### config.mk
export PLATFORM = sky130hd
export DESIGN_NAME = lcd_sync_timing
export DESIGN_NICKNAME = d
export VERILOG_FILES = /design/src/rtl/lcdt_pkg.sv /design/src/rtl/lcdt_shadow.sv /design/src/rtl/lcdt_counter.sv /design/src/rtl/lcdt_decode.sv /design/src/rtl/lcd_sync_timing.sv
export SDC_FILE = /design/constraint.sdc
export NUM_CORES = 1
export LEC_CHECK = 0
export ABC_CLOCK_PERIOD_IN_PS = 12300
export BUFFER_PORTS_ARGS = -buffer_cell sky130_fd_sc_hd__buf_2
export CAP_MARGIN = 15
export CORE_MARGIN = 2
export CORE_UTILIZATION = 61
export CTS_CLUSTER_SIZE = 8
export DETAILED_ROUTE_END_ITERATION = 10
export PLACE_DENSITY = 0.84
export SLEW_MARGIN = 20
export SYNTH_ARGS = -nofsm -noshare
export SYNTH_HDL_FRONTEND = slang
export SYNTH_SLANG_ARGS = --single-unit
### constraint.sdc
create_clock -name clk -period 12.3 [get_ports clk]
set_clock_uncertainty 0.05 [all_clocks]
set_input_delay 1.23 -clock clk [delete_from_list [all_inputs] [get_ports clk]]
set_output_delay 1.23 -clock clk [all_outputs]
set_load 0.005 [all_outputs]
### src/rtl/lcdt_pkg.sv
package lcdt_pkg;
  // Counter, sync-width and window field widths
  localparam int CNT_W = 10;
  localparam int SW_W  = 6;
  localparam int OFF_W = 16;
  localparam int POL_W = 3;
  // Field positions inside a config word
  localparam int PER_LSB = 16;
  localparam int PER_MSB = PER_LSB + CNT_W - 1;
  localparam int SW_LSB  = PER_MSB + 1;
  localparam int SW_MSB  = SW_LSB + SW_W - 1;

  typedef struct packed {
    logic [CNT_W-1:0] last;   // period minus one
    logic [SW_W-1:0]  sw;     // sync width minus one
  } axis_cfg_t;

  typedef struct packed {
    axis_cfg_t        hor;
    axis_cfg_t        ver;
    logic             vs_in_lines;
    logic [OFF_W-1:0] h_off;
    logic [OFF_W-1:0] v_off;
    logic [OFF_W-1:0] wid;
    logic [OFF_W-1:0] hgt;
    logic [POL_W-1:0] pol;
  } tim_cfg_t;
endpackage

### src/rtl/lcdt_shadow.sv
module lcdt_shadow
  import lcdt_pkg::*;
(
  input  logic     clk,
  input  logic     rst_n,
  input  logic     load,
  input  tim_cfg_t cfg_in,
  output tim_cfg_t cfg_q
);
  tim_cfg_t cfg_d;

  always_comb begin
    cfg_d = cfg_q;
    if (load) cfg_d = cfg_in;
  end

  always_ff @(posedge clk or negedge rst_n) begin
    if (!rst_n) cfg_q <= '0;
    else        cfg_q <= cfg_d;
  end

  // The shadow changes only on a load cycle
  assert_shadow_hold_R11: assert property (@(posedge clk) disable iff (!rst_n)
    !load |=> $stable(cfg_q)) else $error("shadow changed without load");
endmodule

### src/rtl/lcdt_counter.sv
module lcdt_counter
  import lcdt_pkg::*;
(
  input  logic             clk,
  input  logic             rst_n,
  input  logic             run,
  input  logic [CNT_W-1:0] h_last,
  input  logic [CNT_W-1:0] v_last,
  output logic [CNT_W-1:0] h_cnt,
  output logic [CNT_W-1:0] v_cnt,
  output logic             line_end,
  output logic             frame_end
);
  logic [CNT_W-1:0] h_d, v_d;

  assign line_end  = (h_cnt == h_last);
  assign frame_end = line_end && (v_cnt == v_last);

  always_comb begin
    h_d = h_cnt;
    v_d = v_cnt;
    if (run) begin
      if (line_end) begin
        h_d = '0;
        v_d = (v_cnt == v_last) ? '0 : v_cnt + 1'b1;
      end else begin
        h_d = h_cnt + 1'b1;
      end
    end
  end

  always_ff @(posedge clk or negedge rst_n) begin
    if (!rst_n) begin
      h_cnt <= '0;
      v_cnt <= '0;
    end else begin
      h_cnt <= h_d;
      v_cnt <= v_d;
    end
  end

  assert_h_step_R2: assert property (@(posedge clk) disable iff (!rst_n)
    (run && !line_end) |=> (h_cnt == $past(h_cnt) + 1'b1))
    else $error("pixel counter did not step");
  assert_h_wrap_R2: assert property (@(posedge clk) disable iff (!rst_n)
    (run && line_end) |=> (h_cnt == '0)) else $error("pixel counter did not wrap");
  assert_h_bound_R2: assert property (@(posedge clk) disable iff (!rst_n)
    run |-> (h_cnt <= h_last)) else $error("pixel counter past period");
  assert_v_hold_R3: assert property (@(posedge clk) disable iff (!rst_n)
    !line_end |=> $stable(v_cnt)) else $error("line counter moved mid-line");
endmodule

### src/rtl/lcdt_decode.sv
module lcdt_decode
  import lcdt_pkg::*;
(
  input  logic             armed,
  input  logic [CNT_W-1:0] h_cnt,
  input  logic [CNT_W-1:0] v_cnt,
  input  tim_cfg_t         cfg,
  output logic [POL_W-1:0] lvl     // [0] hsync, [1] vsync, [2] de
);
  localparam int PADW = OFF_W + 1 - CNT_W;

  logic [CNT_W-1:0] hsw, vsw;
  logic [OFF_W:0]   hx, vx, h_end, v_end;
  logic             hs_act, vs_act, h_in, v_in, de_act;
  logic [POL_W-1:0] act;

  assign hsw = {{(CNT_W-SW_W){1'b0}}, cfg.hor.sw};
  assign vsw = {{(CNT_W-SW_W){1'b0}}, cfg.ver.sw};
  assign hx  = {{PADW{1'b0}}, h_cnt};
  assign vx  = {{PADW{1'b0}}, v_cnt};
  assign h_end = {1'b0, cfg.h_off} + {1'b0, cfg.wid};
  assign v_end = {1'b0, cfg.v_off} + {1'b0, cfg.hgt};

  always_comb begin
    hs_act = armed && (h_cnt <= hsw);
    if (cfg.vs_in_lines) vs_act = armed && (v_cnt <= vsw);
    else                 vs_act = armed && (v_cnt == '0) && (h_cnt <= vsw);
    h_in   = (hx >= {1'b0, cfg.h_off}) && (hx < h_end);
    v_in   = (vx >= {1'b0, cfg.v_off}) && (vx < v_end);
    de_act = armed && h_in && v_in;
  end

  assign act = {de_act, vs_act, hs_act};

  for (genvar g = 0; g < POL_W; g++) begin : g_pol
    assign lvl[g] = act[g] ^ cfg.pol[g];
  end
endmodule

### src/rtl/lcd_sync_timing.sv
module lcd_sync_timing
  import lcdt_pkg::*;
(
  input  logic             clk,
  input  logic             rst_n,
  input  logic [31:0]      hcfg_i,
  input  logic [31:0]      vcfg_i,
  input  logic [31:0]      win_pos_i,
  input  logic [31:0]      act_size_i,
  input  logic [POL_W-1:0] pol_i,
  output logic             hsync_o,
  output logic             vsync_o,
  output logic             de_o,
  output logic [CNT_W-1:0] h_pos_o,
  output logic [CNT_W-1:0] v_pos_o,
  output logic             frame_start_o
);
  tim_cfg_t         cfg_in, cfg_q;
  logic             armed_q, armed_d, origin_q, origin_d, load;
  logic             line_end, frame_end;
  logic [CNT_W-1:0] h_cnt, v_cnt;
  logic [POL_W-1:0] lvl;
  logic             unused_cfg_bits;

  assign unused_cfg_bits = ^{hcfg_i[PER_LSB-1:0], vcfg_i[PER_LSB-1:1]};

  always_comb begin
    cfg_in.hor.last    = hcfg_i[PER_MSB:PER_LSB];
    cfg_in.hor.sw      = hcfg_i[SW_MSB:SW_LSB];
    cfg_in.ver.last    = vcfg_i[PER_MSB:PER_LSB];
    cfg_in.ver.sw      = vcfg_i[SW_MSB:SW_LSB];
    cfg_in.vs_in_lines = vcfg_i[0];
    cfg_in.h_off       = win_pos_i[2*OFF_W-1:OFF_W];
    cfg_in.v_off       = win_pos_i[OFF_W-1:0];
    cfg_in.wid         = act_size_i[2*OFF_W-1:OFF_W];
    cfg_in.hgt         = act_size_i[OFF_W-1:0];
    cfg_in.pol         = pol_i;
  end

  // Load on the first cycle out of reset and at every frame wrap
  assign load     = !armed_q || frame_end;
  assign armed_d  = 1'b1;
  assign origin_d = load;

  always_ff @(posedge clk or negedge rst_n) begin
    if (!rst_n) begin
      armed_q  <= 1'b0;
      origin_q <= 1'b0;
    end else begin
      armed_q  <= armed_d;
      origin_q <= origin_d;
    end
  end

  lcdt_shadow u_shadow (
    .clk    (clk),
    .rst_n  (rst_n),
    .load   (load),
    .cfg_in (cfg_in),
    .cfg_q  (cfg_q)
  );

  lcdt_counter u_counter (
    .clk       (clk),
    .rst_n     (rst_n),
    .run       (armed_q),
    .h_last    (cfg_q.hor.last),
    .v_last    (cfg_q.ver.last),
    .h_cnt     (h_cnt),
    .v_cnt     (v_cnt),
    .line_end  (line_end),
    .frame_end (frame_end)
  );

  lcdt_decode u_decode (
    .armed (armed_q),
    .h_cnt (h_cnt),
    .v_cnt (v_cnt),
    .cfg   (cfg_q),
    .lvl   (lvl)
  );

  assign hsync_o       = lvl[0];
  assign vsync_o       = lvl[1];
  assign de_o          = lvl[2];
  assign h_pos_o       = h_cnt;
  assign v_pos_o       = v_cnt;
  assign frame_start_o = origin_q;

  assert_start_origin_R4: assert property (@(posedge clk) disable iff (!rst_n)
    frame_start_o |-> (h_pos_o == '0 && v_pos_o == '0))
    else $error("frame start away from origin");
  assert_origin_flagged_R4: assert property (@(posedge clk) disable iff (!rst_n)
    (armed_q && h_pos_o == '0 && v_pos_o == '0) |-> frame_start_o)
    else $error("origin without frame start");
  assert_idle_counters_R1: assert property (@(posedge clk) disable iff (!rst_n)
    !armed_q |-> (h_pos_o == '0 && v_pos_o == '0 && !frame_start_o))
    else $error("counters moved before arming");
endmodule

==> flow_summary_export.csv, run 1 <==
group,metric,value,unit
placed_design,gp_congestion,0.9075,
cts,htreeDepth,4,
cts,cts_root_buf,"clkbuf_16",
critical_path,cp-end-kind,"output pin",
yosys,syn_area,7941,µm²
global_routing,grt_pass1_vias,6440,
floorplanning,die_h,118.1,µm
floorplanning,dieWidth,118.1,µm
route,drtPass1Iterations,5,
timing,maxSlewViolCount,0,
yosys,synth.distinct_cells,66,
route,viasPerCell,5.952,
critical_path,cp.required,11020,ps
placed_design,io_buffers,125,
timing,max_freq,175.4,MHz
power,seqPwrFrac,0.364,
yosys,ys_ff_latch,122,
global_routing,globalRouteOverflowTotal,0,
worst_hold_path,min_from,"u_shadow.cfg_q[12]",
global_routing,grt_first_pass_wirelength,30.93,mm
critical_path,reg2reg_depth,8,
yosys,ys.flop_type,"dfrtp_1",
timing,finalSetupViolCount,0,
placed_design,place_area,8708,µm²
route,drc_errors,0,
power,p_leak,4.407,nW
cts,cts_hold_buf,0,
critical_path,critPathKind,"reg2out",
yosys,synth_common_cells,"122 x dfrtp_1, 91 x ha_1, 72 x mux2_2, 65 x nand2_1, 60 x o21ai_0",
power,finalPower,1.361,mW
timing,grt_setup_unrepaired,"no",
yosys,syn_avg_cell_area,10.09,µm²
yosys,synth_top_area_frac,0.3844,
cts,numCtsBuffers,17,
cts,cts_max_path_buffers,2,
yosys,syn_nets,1013,
global_routing,grt_max_degree,67,
route,drt-initial-drc-count,403,
cts,cts_setup_buffers,0,
timing,worst_slew_pin_slew,817.5,ps
route,via_count,6512,
cts,cts_resized,0,
final_layout,fillers,913,
global_routing,use_met1,0.3616,
route,final_antenna_net_count,0,
power,p_clk_frac,0.346,
placed_design,placedCellCount,1064,
worst_hold_path,hold_class,"reg2reg",
power,p_per_area,146.9,nW/µm²
worst_hold_path,hold_depth,1,
route,routed_wl,18.45,mm
yosys,synth_cells,787,
yosys,synth_top_area_cell,"dfrtp_1",
final_layout,n_antenna_cell,0,
yosys,yosys-top-cells-area,"dfrtp_1 38%, ha_1 14%, mux2_2 10%, o21ai_0 3.8%, xnor2_1 3.1%",
floorplanning,boundaryPins,157,
yosys,ys_seq_area_frac,0.3844,
global_routing,grtUsageMet3,0.06541,
final_layout,drive_gt1_frac,0.2614,
final_layout,syn_to_final_growth,16.65,%
final_layout,nets,1137,
floorplanning,fp.coreArea,12670,µm²
timing,hold_viol_final,0,
yosys,yosysWarnings,0,
timing,max-slew-margin-rel,0.4550,
floorplanning,dieArea,13950,µm²
critical_path,r2r_setup_slack,8920,ps
yosys,synth_edf_count,0,
power,p_switching,434.5,µW
final_layout,final_area,9264,µm²
route,wl_per_cell,16.87,µm
timing,min_period,5701,ps
critical_path,crit_path_top_delay_cell,"or4_4",
worst_hold_path,min_to,"u_shadow.cfg_q[12]",
timing,period_share,0.4635,
power,pwr-share-comb,0.289,
cts,clk-insertion-delay-late,420,ps
final_layout,stdcell_count,1094,
cts,path_clk_slew,50,ps
status,run_status,"completed",
power,sw_frac_of_total,0.3194,
flow_run,cap_violations,0,
global_routing,busiest_layer,"met2",
critical_path,r2r_start,"u_counter.h_cnt[3]",
critical_path,worstSetupStartpointType,"flop",
critical_path,cpPeakStageDelay,480,ps
cts,tritoncts,"built",
cts,cts.sinks,122,
floorplanning,fp-row-count,41,
critical_path,cp_max_fo,6,
timing,tns,0,ps
yosys,synth.most_common_cell,"dfrtp_1",
global_routing,grt_usage,0.2776,
critical_path,path_cells,"ha_1 -> nand3_2 -> o2111a_1 -> nor3_4 -> a21o_1 -> a21o_1 -> xnor2_1 -> ha_1 -> nor2_1 -> or4_4 -> a2111oi_2 -> nand4_1 -> nor4b_2 -> a31oi_1 -> o41ai_2 -> xnor2_1 -> buf_2",
power,p_int,926.1,µW
placed_design,hpwl,13.14,mm
floorplanning,start_util,0.6267,
global_routing,gr-usage-met2,0.4556,
critical_path,timing.rr.end,"u_shadow.cfg_q[99]",
power,peakVddDrop,0.1324,mV
critical_path,cp.arrival,4420,ps
global_routing,antenna_found_initial,1,
yosys,async_flop_share,1.000,
metrics by stage:
step | util | worst slack (ps) | hold slack [ps]
after global placement | 0.6873 | 7119 | 445.0
after CTS | 0.7311 | 6594 | 468.9
after global routing | 0.7311 | 6366 | 484.8
final | 0.7311 | 6599 | 464.3
after detailed placement | 0.6873 | 7055 | 452.9
after floorplan | - | 7533 | 434.9
cell usage in the layout, fill, tap and decap left out, types with 8 or more instances in the layout:
cell type and instances:
buf_2 124, a21oi_1 30, nor3_1 15, nor2b_1 10, a21o_1 14, dfrtp_1 122, nand4_1 13, nand3_1 20
xor2_1 16, mux2_2 72, a211oi_1 8, inv_1 45, o21a_1 10, nand2_1 64, ha_1 91, xnor2_1 28
o21ai_0 60, nor2_1 36, clkbuf_16 17, nand2b_1 20
kinds of logic (layout without fill, tap and decap cells):
kind of cell | after synthesis | after routing | share of synthesized area
other cells | 1 | 1 | 0.0004722
flops | 122 | 122 | 0.3844
fa+ha+maj | 93 | 93 | 0.1484
buf+inv | 69 | 204 | 0.03561
mux | 74 | 74 | 0.1046
compound gates | 175 | 175 | 0.1426
simple gates | 209 | 209 | 0.1353
xor+xnor | 44 | 44 | 0.04853
worst max-delay path by stage:
| stage | from | slack, ps | cells after the start | end |
|---|---|---|---|---|
| 2_1_floorplan | u_shadow.cfg_q[20] | 7530 | 16 | de_o |
| 3_3_place_gp | u_shadow.cfg_q[20] | 7120 | 17 | de_o |
| 3_5_place_dp | u_shadow.cfg_q[20] | 7050 | 17 | de_o |
| 4_1_cts | u_shadow.cfg_q[20] | 6590 | 17 | de_o |
| 5_1_grt | u_shadow.cfg_q[20] | 6370 | 17 | de_o |
| 6_report | u_shadow.cfg_q[23] | 6600 | 17 | de_o |
registers in the layout, summed over array words and instances, names as in the netlist:
name / count
armed_q: 1
frame_start_o: 1
u_counter.h_cnt: 10
u_counter.v_cnt: 10
u_shadow.cfg_q: 100
worst max-delay path, delay by kind of cell, from the launching register on:
| kind | cells | cell delay (ps) |
|---|---|---|
| and+or+nand+nor | 6 | 1400 |
| xor gates and xnor gates | 2 | 220 |
| DFF | 1 | 380 |
| adders and majority gates | 2 | 710 |
| AOI/OAI and AO/OA | 6 | 1150 |
| buffers and inverters | 1 | 120 |
final cells by class:
type,instances,area [µm²],area share
Timing Repair Buffer,129,658.1,0.07104
Clock inverter,7,67.56,0.007293
Clock buffer,23,488.0,0.05267
Inverter,45,168.9,0.01823
Tap cell,172,215.2,0.02323
Sequential cell,122,3053,0.3296
Multi-Input combinational cell,596,4613,0.4980
power by group through the flow:
stage / clock network (mW) / logic, mW / registers, mW
floorplan: 0 / 0.292 / 0.482
global placement: 0 / 0.371 / 0.500
finish: 0.471 / 0.393 / 0.496
CTS: 0.473 / 0.391 / 0.495
global route: 0.491 / 0.445 / 0.502
detailed placement: 0 / 0.385 / 0.501
per-layer routing:
metal | vias up | part of all wire
met3 | 36 | 0.058
met5 | - | 0.00070
li1 | 3113 | -
met2 | 219 | 0.48
met4 | 2 | 0.018
met1 | 3142 | 0.44
Note: power is estimated with default switching activity, not from simulation.
==> inputs of run 2 (changes only) <==
Settings changed: ABC_CLOCK_PERIOD_IN_PS 12300 to 4900, CORE_UTILIZATION 61 to 51, PLACE_DENSITY 0.84 to 0.75.
Clock period 12.3 ns to 4.9 ns, I/O delays scaled along.
==> flow_summary_export.csv, run 2 (same netlist as run 1, synthesis figures left out) <==
group,metric,value,unit
critical_path,cp.arrival,4040,ps
final_layout,seq_area,3053,µm²
cts,htreeDepth,4,
timing,max-slew-margin-rel,0.4807,
route,drc_errors,0,
route,via_count,6393,
global_routing,grt_usage,0.2372,
floorplanning,fp-row-count,45,
final_layout,syn_to_final_growth,18.29,%
critical_path,cp-end-kind,"output pin",
cts,tritoncts,"built",
timing,period_share,0.9346,
final_layout,largest_reg_flops,100,
route,viasPerCell,5.723,
worst_hold_path,hold_class,"in2async",
placed_design,io_buffers,125,
route,final_antenna_net_count,0,
final_layout,n_antenna_cell,0,
cts,cts_hold_buf,0,
floorplanning,fp.coreArea,15200,µm²
critical_path,worstSetupStartpointType,"flop",
timing,min_period,4580,ps
final_layout,final_common_cell,"buf_2",
route,drtPass1Iterations,6,
cts,numCtsBuffers,17,
placed_design,hpwl,13.50,mm
timing,hold_viol_final,0,
flow_run,cap_violations,0,
placed_design,placedCellCount,1082,
floorplanning,boundaryPins,157,
cts,clk-insertion-delay-late,420,ps
global_routing,globalRouteOverflowTotal,0,
cts,cts_root_buf,"clkbuf_16",
floorplanning,die_h,128.8,µm
global_routing,grt_pass1_vias,6428,
timing,timing.hold.ws,108.5,ps
timing,maxSlewViolCount,0,
global_routing,antenna_found_initial,0,
final_layout,multi_input_comb_area,4639,µm²
route,drt-initial-drc-count,585,
critical_path,critPathKind,"reg2out",
final_layout,largestRegisters,"u_shadow.cfg_q (100), u_counter.h_cnt (10), u_counter.v_cnt (10)",
cts,cts_max_path_buffers,2,
final_layout,top_register,"u_shadow.cfg_q",
cts,cts.sinks,122,
placed_design,dpl_worst_slack,490.9,ps
timing,max_freq,218.4,MHz
timing,worst_slew_pin_slew,779.0,ps
critical_path,cp.required,4360,ps
critical_path,reg2reg_depth,8,
timing,finalSetupViolCount,0,
final_layout,stdcell_count,1117,
floorplanning,dieWidth,128.8,µm
final_layout,fillers,1285,
floorplanning,start_util,0.5224,
timing,grt_setup_unrepaired,"no",
status,run_status,"completed",
final_layout,drive_gt1_frac,0.2702,
placed_design,gp_congestion,0.8762,
power,peakVddDrop,0.2602,mV
route,routed_wl,18.69,mm
global_routing,grt_max_degree,64,
power,p_leak,4.456,nW
final_layout,layout_common_cells,"124 x buf_2, 122 x dfrtp_1, 89 x ha_1",
global_routing,grt_first_pass_wirelength,30.97,mm
critical_path,cp_max_fo,3,
power,p_per_area,369.7,nW/µm²
timing,fin_ws,320.4,ps
final_layout,nets,1143,
cts,path_clk_slew,60,ps
route,wl_per_cell,16.73,µm
floorplanning,dieArea,16590,µm²
timing,tns,0,ps
-- run 2: changes by cell type in the layout (fill, tap and decap cells not counted), sizes merged --
| cell | before | now |
|---|---|---|
| buf | 129 | 135 |
| bufinv | 1 | 2 |
| clkbuf | 23 | 24 |
| clkinvlp | 3 | 2 |
-- run 2: cell type report --
cell class                      instances  share of cell area
Tap cell                              188             0.02504
Timing Repair Buffer                  135             0.07619
Clock buffer                           24             0.05234
Multi-Input combinational cell        596              0.4939
Inverter                               45             0.01798
Sequential cell                       122              0.3250
Clock inverter                          7            0.009590
-- run 2: stage by stage --
stage	power, mW	area [µm²]	utilization
floorplan	1.943	7941	-
global placement	2.197	8756	0.5760
detailed placement	2.230	8756	0.5760
CTS	3.486	9341	0.6145
global route	3.688	9394	0.6179
finish	3.473	9394	0.6179
-- run 2: layer usage --
metal | vias up | global-route usage | wire [µm]
met3 | 20 | 0.05988 | 1060
li1 | 3118 | - | -
met2 | 184 | 0.3922 | 8974
met5 | - | 0 | 0
met4 | 0 | 0.06330 | 224
met1 | 3071 | 0.3122 | 8430
-- run 2: worst max-delay path: stages, from the launching register on --
cell,delay (ps)
dfrtp_1,390
ha_1,310
a21oi_2,180
o2111a_1,250
nor3_4,50
a21o_1,190
a21o_1,180
xnor2_1,120
ha_1,280
nor2_1,50
or4_4,490
a2111oi_4,190
nand4_1,150
nor4b_2,290
a31oi_1,140
o41ai_2,90
xnor2_1,150
buf_2,120
-- run 2: repair_timing --
action                                  in CTS  in global routing
gates resized for setup                      1                  4
endpoints found under the setup margin       1                  1
pin swaps                                    0                  8
setup buffers                                0                  4
-- run 2: where the power goes --
group / switching, mW / internal [mW]
Clock: 0.440 / 0.796
Combinational: 0.510 / 0.485
Sequential: 0.134 / 1.11
Total: 1.08 / 2.39
-- run 2: path summary, 6_finish.rpt --
kind                               startpoint            endpoint  slack (ps)
setup reg to reg           u_counter.v_cnt[3]   u_shadow.cfg_q[9]        1970
hold reg to reg            u_shadow.cfg_q[34]  u_shadow.cfg_q[34]         460
setup / recovery           u_shadow.cfg_q[20]                de_o         320
max in group asynchronous               rst_n  u_shadow.cfg_q[23]        3420
hold / removal                          rst_n  u_shadow.cfg_q[78]         110
min in group clk                   vcfg_i[31]  u_shadow.cfg_q[73]         230
